==> config.mk <==
export PLATFORM = sky130hd
export DESIGN_NAME = comp_regfile
export DESIGN_NICKNAME = d
export VERILOG_FILES = /design/src/rtl/comp_regfile_pkg.sv /design/src/rtl/cr_word.sv /design/src/rtl/cr_decoder.sv /design/src/rtl/comp_regfile.sv
export SDC_FILE = /design/constraint.sdc
export NUM_CORES = 2
export LEC_CHECK = 0
export ABC_AREA = 1
export BUFFER_PORTS_ARGS = -buffer_cell sky130_fd_sc_hd__buf_2
export CAP_MARGIN = 20
export CORE_MARGIN = 10
export CORE_UTILIZATION = 50
export DETAILED_ROUTE_END_ITERATION = 10
export GPL_ROUTABILITY_DRIVEN = 0
export PLACE_DENSITY_LB_ADDON = 0.3
export SLEW_MARGIN = 20
export SYNTH_ARGS = -nofsm -noshare
export SYNTH_HDL_FRONTEND = slang
export SYNTH_HIERARCHICAL = 1
export SYNTH_SLANG_ARGS = --single-unit
==> constraint.sdc <==
create_clock -name clk -period 2.4 [get_ports clk]
set_input_delay 0.36 -clock clk [delete_from_list [all_inputs] [get_ports clk]]
set_output_delay 0.36 -clock clk [all_outputs]
set_load 0.005 [all_outputs]
==> src/rtl/comp_regfile_pkg.sv <==
// Package: component types and the static tables derived from them.
// Assumes: callers pass a legal component type; decoder count is one of the encodable values.
package comp_regfile_pkg;

    typedef enum logic [2:0] {
        CT_DSP,   // downstream port
        CT_DEV,   // plain device
        CT_USP,   // upstream port
        CT_MEM,   // memory device
        CT_LD,    // logical device
        CT_RP,    // root port
        CT_RC     // root complex
    } comp_type_e;

    localparam int CR_STRIDE   = 8;     // words per decoder
    localparam int CR_DEC_BASE = 24;    // word address of decoder 0
    localparam int CR_DEC_WORDS = 7;    // used words per decoder
    localparam int CR_CTRL_IDX = 4;     // control word inside a decoder

    function automatic int caps_of(comp_type_e t);
        case (t)
            CT_DSP, CT_DEV:         return 2;
            CT_USP, CT_MEM, CT_LD:  return 3;
            default:                return 5;
        endcase
    endfunction

    function automatic bit has_ras(comp_type_e t);
        return t != CT_RC;
    endfunction

    function automatic bit has_dec(comp_type_e t);
        return (caps_of(t) >= 3) && (t != CT_RP);
    endfunction

    function automatic bit is_device(comp_type_e t);
        return (t == CT_DEV) || (t == CT_MEM) || (t == CT_LD);
    endfunction

    function automatic logic [3:0] dec_count_enc(int n);
        case (n)
            1: return 4'h0;   2: return 4'h1;   4: return 4'h2;
            6: return 4'h3;   8: return 4'h4;  10: return 4'h5;
            12: return 4'h6; 14: return 4'h7;  16: return 4'h8;
            20: return 4'h9; 24: return 4'ha;  28: return 4'hb;
            32: return 4'hc;
            default: return 4'h0;
        endcase
    endfunction

    // Write mask of word k inside one decoder.
    function automatic logic [31:0] dec_word_mask(int k, bit dev);
        case (k)
            0, 2:    return 32'hF000_0000;
            1, 3, 6: return 32'hFFFF_FFFF;
            4:       return 32'h0000_13FF;
            5:       return dev ? 32'hF000_0000 : 32'hFFFF_FFFF;
            default: return 32'h0;
        endcase
    endfunction

endpackage

==> src/rtl/cr_word.sv <==
// Module: one 32-bit register with a write mask and an optional commit handshake.
// Assumes: we is already qualified to a legal word write for this register.
module cr_word #(
    parameter logic [31:0] RST_VAL = 32'h0,
    parameter logic [31:0] WMASK   = 32'h0,
    parameter bit          IS_CTRL = 1'b0
) (
    input  logic        clk,
    input  logic        rst_n,
    input  logic        we,
    input  logic [31:0] wdata,
    output logic [31:0] q
);
    localparam logic [31:0] FLAG_BITS = IS_CTRL ? 32'h0000_0C00 : 32'h0;
    localparam logic [31:0] CHG_MASK  = WMASK | FLAG_BITS;

    logic [31:0] merged;
    logic [31:0] nxt;

    // Merge new data with the kept bits, then apply the commit rule.
    always_comb begin
        merged = (wdata & WMASK) | (q & ~WMASK);
        nxt    = merged;
        if (IS_CTRL) begin
            nxt[10] = merged[9];
            nxt[11] = 1'b0;
        end
    end

    // Storage with synchronous reset.
    always_ff @(posedge clk) begin
        if (!rst_n)  q <= RST_VAL;
        else if (we) q <= nxt;
    end

    AST_IDLE_HOLD: assert property (@(posedge clk) disable iff (!rst_n)
        !we |=> $stable(q));
    AST_RO_KEEP: assert property (@(posedge clk) disable iff (!rst_n)
        we |=> ((q ^ $past(q)) & ~CHG_MASK) == 32'h0);

    if (IS_CTRL) begin : g_ctrl_chk
        AST_COMMIT_SET: assert property (@(posedge clk) disable iff (!rst_n)
            (we && wdata[9]) |=> (q[10] && !q[11]));
        AST_UNCOMMIT_CLR: assert property (@(posedge clk) disable iff (!rst_n)
            (we && !wdata[9]) |=> (!q[10] && !q[11]));
    end
endmodule

==> src/rtl/cr_decoder.sv <==
// Module: the programming words of one memory decoder.
// Assumes: we bits are one-hot or zero and already qualified by the top.
module cr_decoder
    import comp_regfile_pkg::*;
#(
    parameter bit DEVICE = 1'b1
) (
    input  logic                          clk,
    input  logic                          rst_n,
    input  logic [CR_DEC_WORDS-1:0]       we,
    input  logic [31:0]                   wdata,
    output logic [CR_DEC_WORDS-1:0][31:0] q
);
    // One masked word per decoder slot; the control slot gets the handshake.
    for (genvar k = 0; k < CR_DEC_WORDS; k++) begin : g_word
        cr_word #(
            .RST_VAL (32'h0),
            .WMASK   (dec_word_mask(k, DEVICE)),
            .IS_CTRL (k == CR_CTRL_IDX)
        ) u_word (
            .clk   (clk),
            .rst_n (rst_n),
            .we    (we[k]),
            .wdata (wdata),
            .q     (q[k])
        );
    end
endmodule

==> src/rtl/comp_regfile.sv <==
// Module: component register bank; decodes the bus, holds headers, RAS and decoder words.
// Assumes: word addressing, little-endian data, one access per cycle.
module comp_regfile
    import comp_regfile_pkg::*;
#(
    parameter comp_type_e CTYPE   = CT_MEM,
    parameter int         NUM_DEC = 4,
    parameter int         ADDR_W  = 6
) (
    input  logic              clk,
    input  logic              rst_n,
    input  logic [ADDR_W-1:0] bus_addr,
    input  logic [3:0]        bus_size,
    input  logic [31:0]       bus_wdata,
    input  logic              bus_wr,
    input  logic              bus_rd,
    output logic [31:0]       bus_rdata
);
    localparam int  CAPS   = caps_of(CTYPE);
    localparam bit  RAS_ON = has_ras(CTYPE);
    localparam bit  DEC_ON = has_dec(CTYPE);
    localparam int  N_RAS  = 6;
    localparam int  RAS_BASE = 8;

    localparam logic [31:0] HDR_MAIN = {8'(CAPS), 4'h1, 4'h1, 16'h0001};
    localparam logic [31:0] HDR_RAS  = RAS_ON ? {12'h020, 4'h1, 16'h0002} : 32'h0;
    localparam logic [31:0] HDR_LINK = {12'h000, 4'h1, 16'h0004};
    localparam logic [31:0] HDR_DEC  = DEC_ON ? {12'h040, 4'h1, 16'h0005} : 32'h0;
    localparam logic [31:0] HDR_XSEC = (CAPS == 5) ? {12'h000, 4'h1, 16'h0006} : 32'h0;
    localparam logic [31:0] HDR_SNP  = (CAPS == 5) ? {12'h000, 4'h1, 16'h0008} : 32'h0;
    localparam logic [31:0] DEC_CAP  = DEC_ON ?
        {22'h0, 1'b1, 1'b1, 4'h1, dec_count_enc(NUM_DEC)} : 32'h0;

    typedef logic [31:0] word_t;
    localparam word_t RAS_RST [N_RAS] = '{32'h0, 32'h1CFFF, 32'h1CFFF, 32'h0, 32'h7F, 32'h200};
    localparam word_t RAS_MSK [N_RAS] = '{32'h1CFFF, 32'h1CFFF, 32'h1CFFF, 32'h7F, 32'h7F, 32'h0};

    logic        wr_ok;
    logic        size_ok;
    logic [31:0] rd_val;
    logic [N_RAS-1:0][31:0] ras_q;
    logic [31:0] gctl_q;
    logic [NUM_DEC-1:0][CR_DEC_WORDS-1:0][31:0] dec_q;

    assign size_ok = (bus_size == 4'd4);
    assign wr_ok   = bus_wr && size_ok;

    // RAS words: present for every type that carries the RAS capability.
    for (genvar i = 0; i < N_RAS; i++) begin : g_ras
        cr_word #(
            .RST_VAL (RAS_ON ? RAS_RST[i] : 32'h0),
            .WMASK   (RAS_ON ? RAS_MSK[i] : 32'h0),
            .IS_CTRL (1'b0)
        ) u_ras (
            .clk   (clk),
            .rst_n (rst_n),
            .we    (wr_ok && (bus_addr == ADDR_W'(RAS_BASE + i))),
            .wdata (bus_wdata),
            .q     (ras_q[i])
        );
    end

    // Decoder global control word.
    cr_word #(
        .RST_VAL (32'h0),
        .WMASK   (DEC_ON ? 32'h3 : 32'h0),
        .IS_CTRL (1'b0)
    ) u_gctl (
        .clk   (clk),
        .rst_n (rst_n),
        .we    (wr_ok && (bus_addr == ADDR_W'(17))),
        .wdata (bus_wdata),
        .q     (gctl_q)
    );

    // Decoders exist only when the type carries the decoder capability.
    for (genvar n = 0; n < NUM_DEC; n++) begin : g_dec
        if (DEC_ON) begin : g_on
            logic [CR_DEC_WORDS-1:0] we_vec;
            for (genvar k = 0; k < CR_DEC_WORDS; k++) begin : g_we
                assign we_vec[k] = wr_ok &&
                    (bus_addr == ADDR_W'(CR_DEC_BASE + n * CR_STRIDE + k));
            end
            cr_decoder #(.DEVICE(is_device(CTYPE))) u_dec (
                .clk   (clk),
                .rst_n (rst_n),
                .we    (we_vec),
                .wdata (bus_wdata),
                .q     (dec_q[n])
            );
        end else begin : g_off
            assign dec_q[n] = '0;
        end
    end

    // Read multiplexer over every mapped word; everything else reads zero.
    always_comb begin
        rd_val = 32'h0;
        case (bus_addr)
            ADDR_W'(0):  rd_val = HDR_MAIN;
            ADDR_W'(1):  rd_val = HDR_RAS;
            ADDR_W'(2):  rd_val = HDR_LINK;
            ADDR_W'(3):  rd_val = HDR_DEC;
            ADDR_W'(4):  rd_val = HDR_XSEC;
            ADDR_W'(5):  rd_val = HDR_SNP;
            ADDR_W'(16): rd_val = DEC_CAP;
            ADDR_W'(17): rd_val = gctl_q;
            default: begin
                for (int i = 0; i < N_RAS; i++)
                    if (bus_addr == ADDR_W'(RAS_BASE + i)) rd_val = ras_q[i];
                for (int n = 0; n < NUM_DEC; n++)
                    for (int k = 0; k < CR_DEC_WORDS; k++)
                        if (bus_addr == ADDR_W'(CR_DEC_BASE + n * CR_STRIDE + k))
                            rd_val = dec_q[n][k];
            end
        endcase
    end

    // Registered read port; wide reads return zero.
    always_ff @(posedge clk) begin
        if (!rst_n)      bus_rdata <= 32'h0;
        else if (bus_rd) bus_rdata <= size_ok ? rd_val : 32'h0;
    end

    AST_WIDE_READ_ZERO: assert property (@(posedge clk) disable iff (!rst_n)
        (bus_rd && !size_ok) |=> (bus_rdata == 32'h0));
    AST_RDATA_HOLD: assert property (@(posedge clk) disable iff (!rst_n)
        !bus_rd |=> $stable(bus_rdata));
    AST_GCTL_RANGE: assert property (@(posedge clk) disable iff (!rst_n)
        (gctl_q & ~32'h3) == 32'h0);
endmodule

==> out/qor.csv <==
metric,value,unit
outcome,finished with violations,
violations,setup timing,
drt_iter0_markers,2988,
crit_slowest_cell,or2_0,
final_hold_viol_count,0,
final_nets,6593,
grt.total_usage,25.35,%
cp_common_cell,nand4_1,
clk_latency,0.62,ns
ff2ff_path_depth,23,
postRouteAntennaNets,0,
power.density,524.9,nW/um^2
multi_input_area,19920,sq um
max_slew_margin,41.70,%
fin_crit_sh,116.6,%
grt_max_degree,93,
final_cell_area,41630,sq um
drt_first_pass_iters,5,
cts_tree,done,
synth_warnings,6,
clock-sinks,569,
finalClockSkew,0.02151,ns
start_kind,input pin,
fillCellCount,7453,
grt_pass1_wl,176.1,mm
portBuffers,77,
final.setup.tns,-7.647,ns
hold_class,in -> reg,
fin_crit,2.797,ns
wl_per_cell,14.81,um
die_x,294.7,um
rrSetupSlack,-0.24,ns
crit_family,simple AND/OR/NAND/NOR gates,
critPathMaxFanout,6,
power,21.85,mW
slowest_delay,0.20,ns
rows,100,
die_h,294.7,um
grt_overflow,0,
routed-via-count,35030,
worst-endpoint-required,2.90,ns
dpl.hpwl,78.02,mm
viasPerCell,4.633,
crit_type,in -> reg,
syn2layout_area_growth,10.39,%
slew_violations,0,
core,74570,sq um
dp.cells,7398,
crit_path_end,bus_rdata[14],
setup.worst_path.start,bus_addr[0],
root_buffer,clkbuf_16,
place_area,38140,sq um
worstPathArrival,3.29,ns
antenna_found_initial,3,
ioPinCount,78,
cp.depth,28,
rr_startpoint,g_ras[0].u_ras/q[11],
synth_cells,6344,
syn_avg_cell_area,5.945,sq um
crit_path_end_kind,flip-flop,
crit_buf_inv,6,
die_area,86820,sq um
worst_r2r_endpoint,bus_rdata[11],
worstMarginPinSlew,0.8745,ns
clkTransAtPathRegs,0.06,ns
leakage,20.07,nW
fmax,0.3575,GHz
dp_worst_setup_slack,-1.206,ns
regArea,11390,sq um
htree_levels,3,
wl,112.0,mm
finalSetupViolations,32,
setup_slack,-0.3972,ns
vdd_drop_max,0.0003771,V
grt_pass1_vias,31790,
hold_start,rst_n,
layout-drive-gt1-share,13.73,%
rsz0062_at_grt,true,
numCtsBuffers,67,
layout.cells.non_filler,7561,
initial_core_util,50.58,%
syn-cell-area,37720,sq um
cts.path.max_buffers,3,
drc,0,
drv_cap,0,
layer usage:
metal  GRT usage (%)  share of wire, %  vias up
li1                -                 -    18080
met1           35.23                47    15750
met2           39.83                44     1015
met3           3.544               6.7      179
met4           8.314               2.9        6
met5               0             0.036        -
what timing repair did:
item                       in CTS  in global routing
setup endpoints to repair      32                 32
buffers inserted               29                 28
cloned                          1                  0
gates resized for setup       170                118
hold endpoints to repair        0                  0
hold buffers                    0                  0
pin swaps                     154                206
worst min-delay path, delay by kind of cell:
family	cells	cell delay (ns)
buf+inv	1	0.16
simple gates	2	0.12
metrics by stage:
stage                     utilization (%)  hold slack (ns)
after detailed placement            51.15           0.4438
after CTS                           55.07          0.04680
final                               55.83          0.07406
after global placement              51.15           0.4386
after global routing                55.83          0.07047
after floorplan                         -           0.4214
layout by cell type, fill, tap and decap left out, types with 71 or more instances in the layout:
cell and count:
conb_1 579, buf_4 278, nand2_2 71, nand3_1 73, inv_1 743, nand2_1 2041
nand4_1 209, a21oi_1 180, dfxtp_1 567, nor2_1 1260, or2_2 87
final cells by class:
cell class / count / area share [%]
Antenna cell: 1 / 0.006010
Clock buffer: 97 / 4.757
Clock inverter: 16 / 0.4808
Inverter: 765 / 7.041
Multi-Input combinational cell: 4699 / 47.85
Sequential cell: 569 / 27.37
Tap cell: 969 / 2.912
Timing Repair Buffer: 445 / 9.590
flip-flops by register name, summed over array words and instances, names as in the netlist:
signal                            flops
g_ras.u_ras/q                        59
bus_rdata                            32
g_dec.g_on.u_dec/g_word.u_word/q    476
u_gctl/q                              2
how the worst min path moves through the flow:
stage	to	slack [ns]	cells past startpoint
3_5_place_dp	g_ras[2].u_ras/q[1]	0.44	2
5_1_grt	g_dec[2].g_on.u_dec/g_word[6].u_word/q[21]	0.07	3
3_3_place_gp	g_ras[1].u_ras/q[1]	0.44	2
4_1_cts	g_dec[3].g_on.u_dec/g_word[1].u_word/q[17]	0.05	3
6_report	g_dec[3].g_on.u_dec/g_word[1].u_word/q[24]	0.07	3
2_1_floorplan	g_ras[2].u_ras/q[1]	0.42	2
power by group:
| part | total [mW] | internal (mW) | switching (mW) |
|---|---|---|---|
| logic | 2.06 | 0.652 | 1.41 |
| clock network | 10.3 | 6.05 | 4.28 |
| registers | 9.46 | 9.45 | 0.00693 |
| total | 21.9 | 16.2 | 5.69 |
Power figures use the tool's default switching activity.
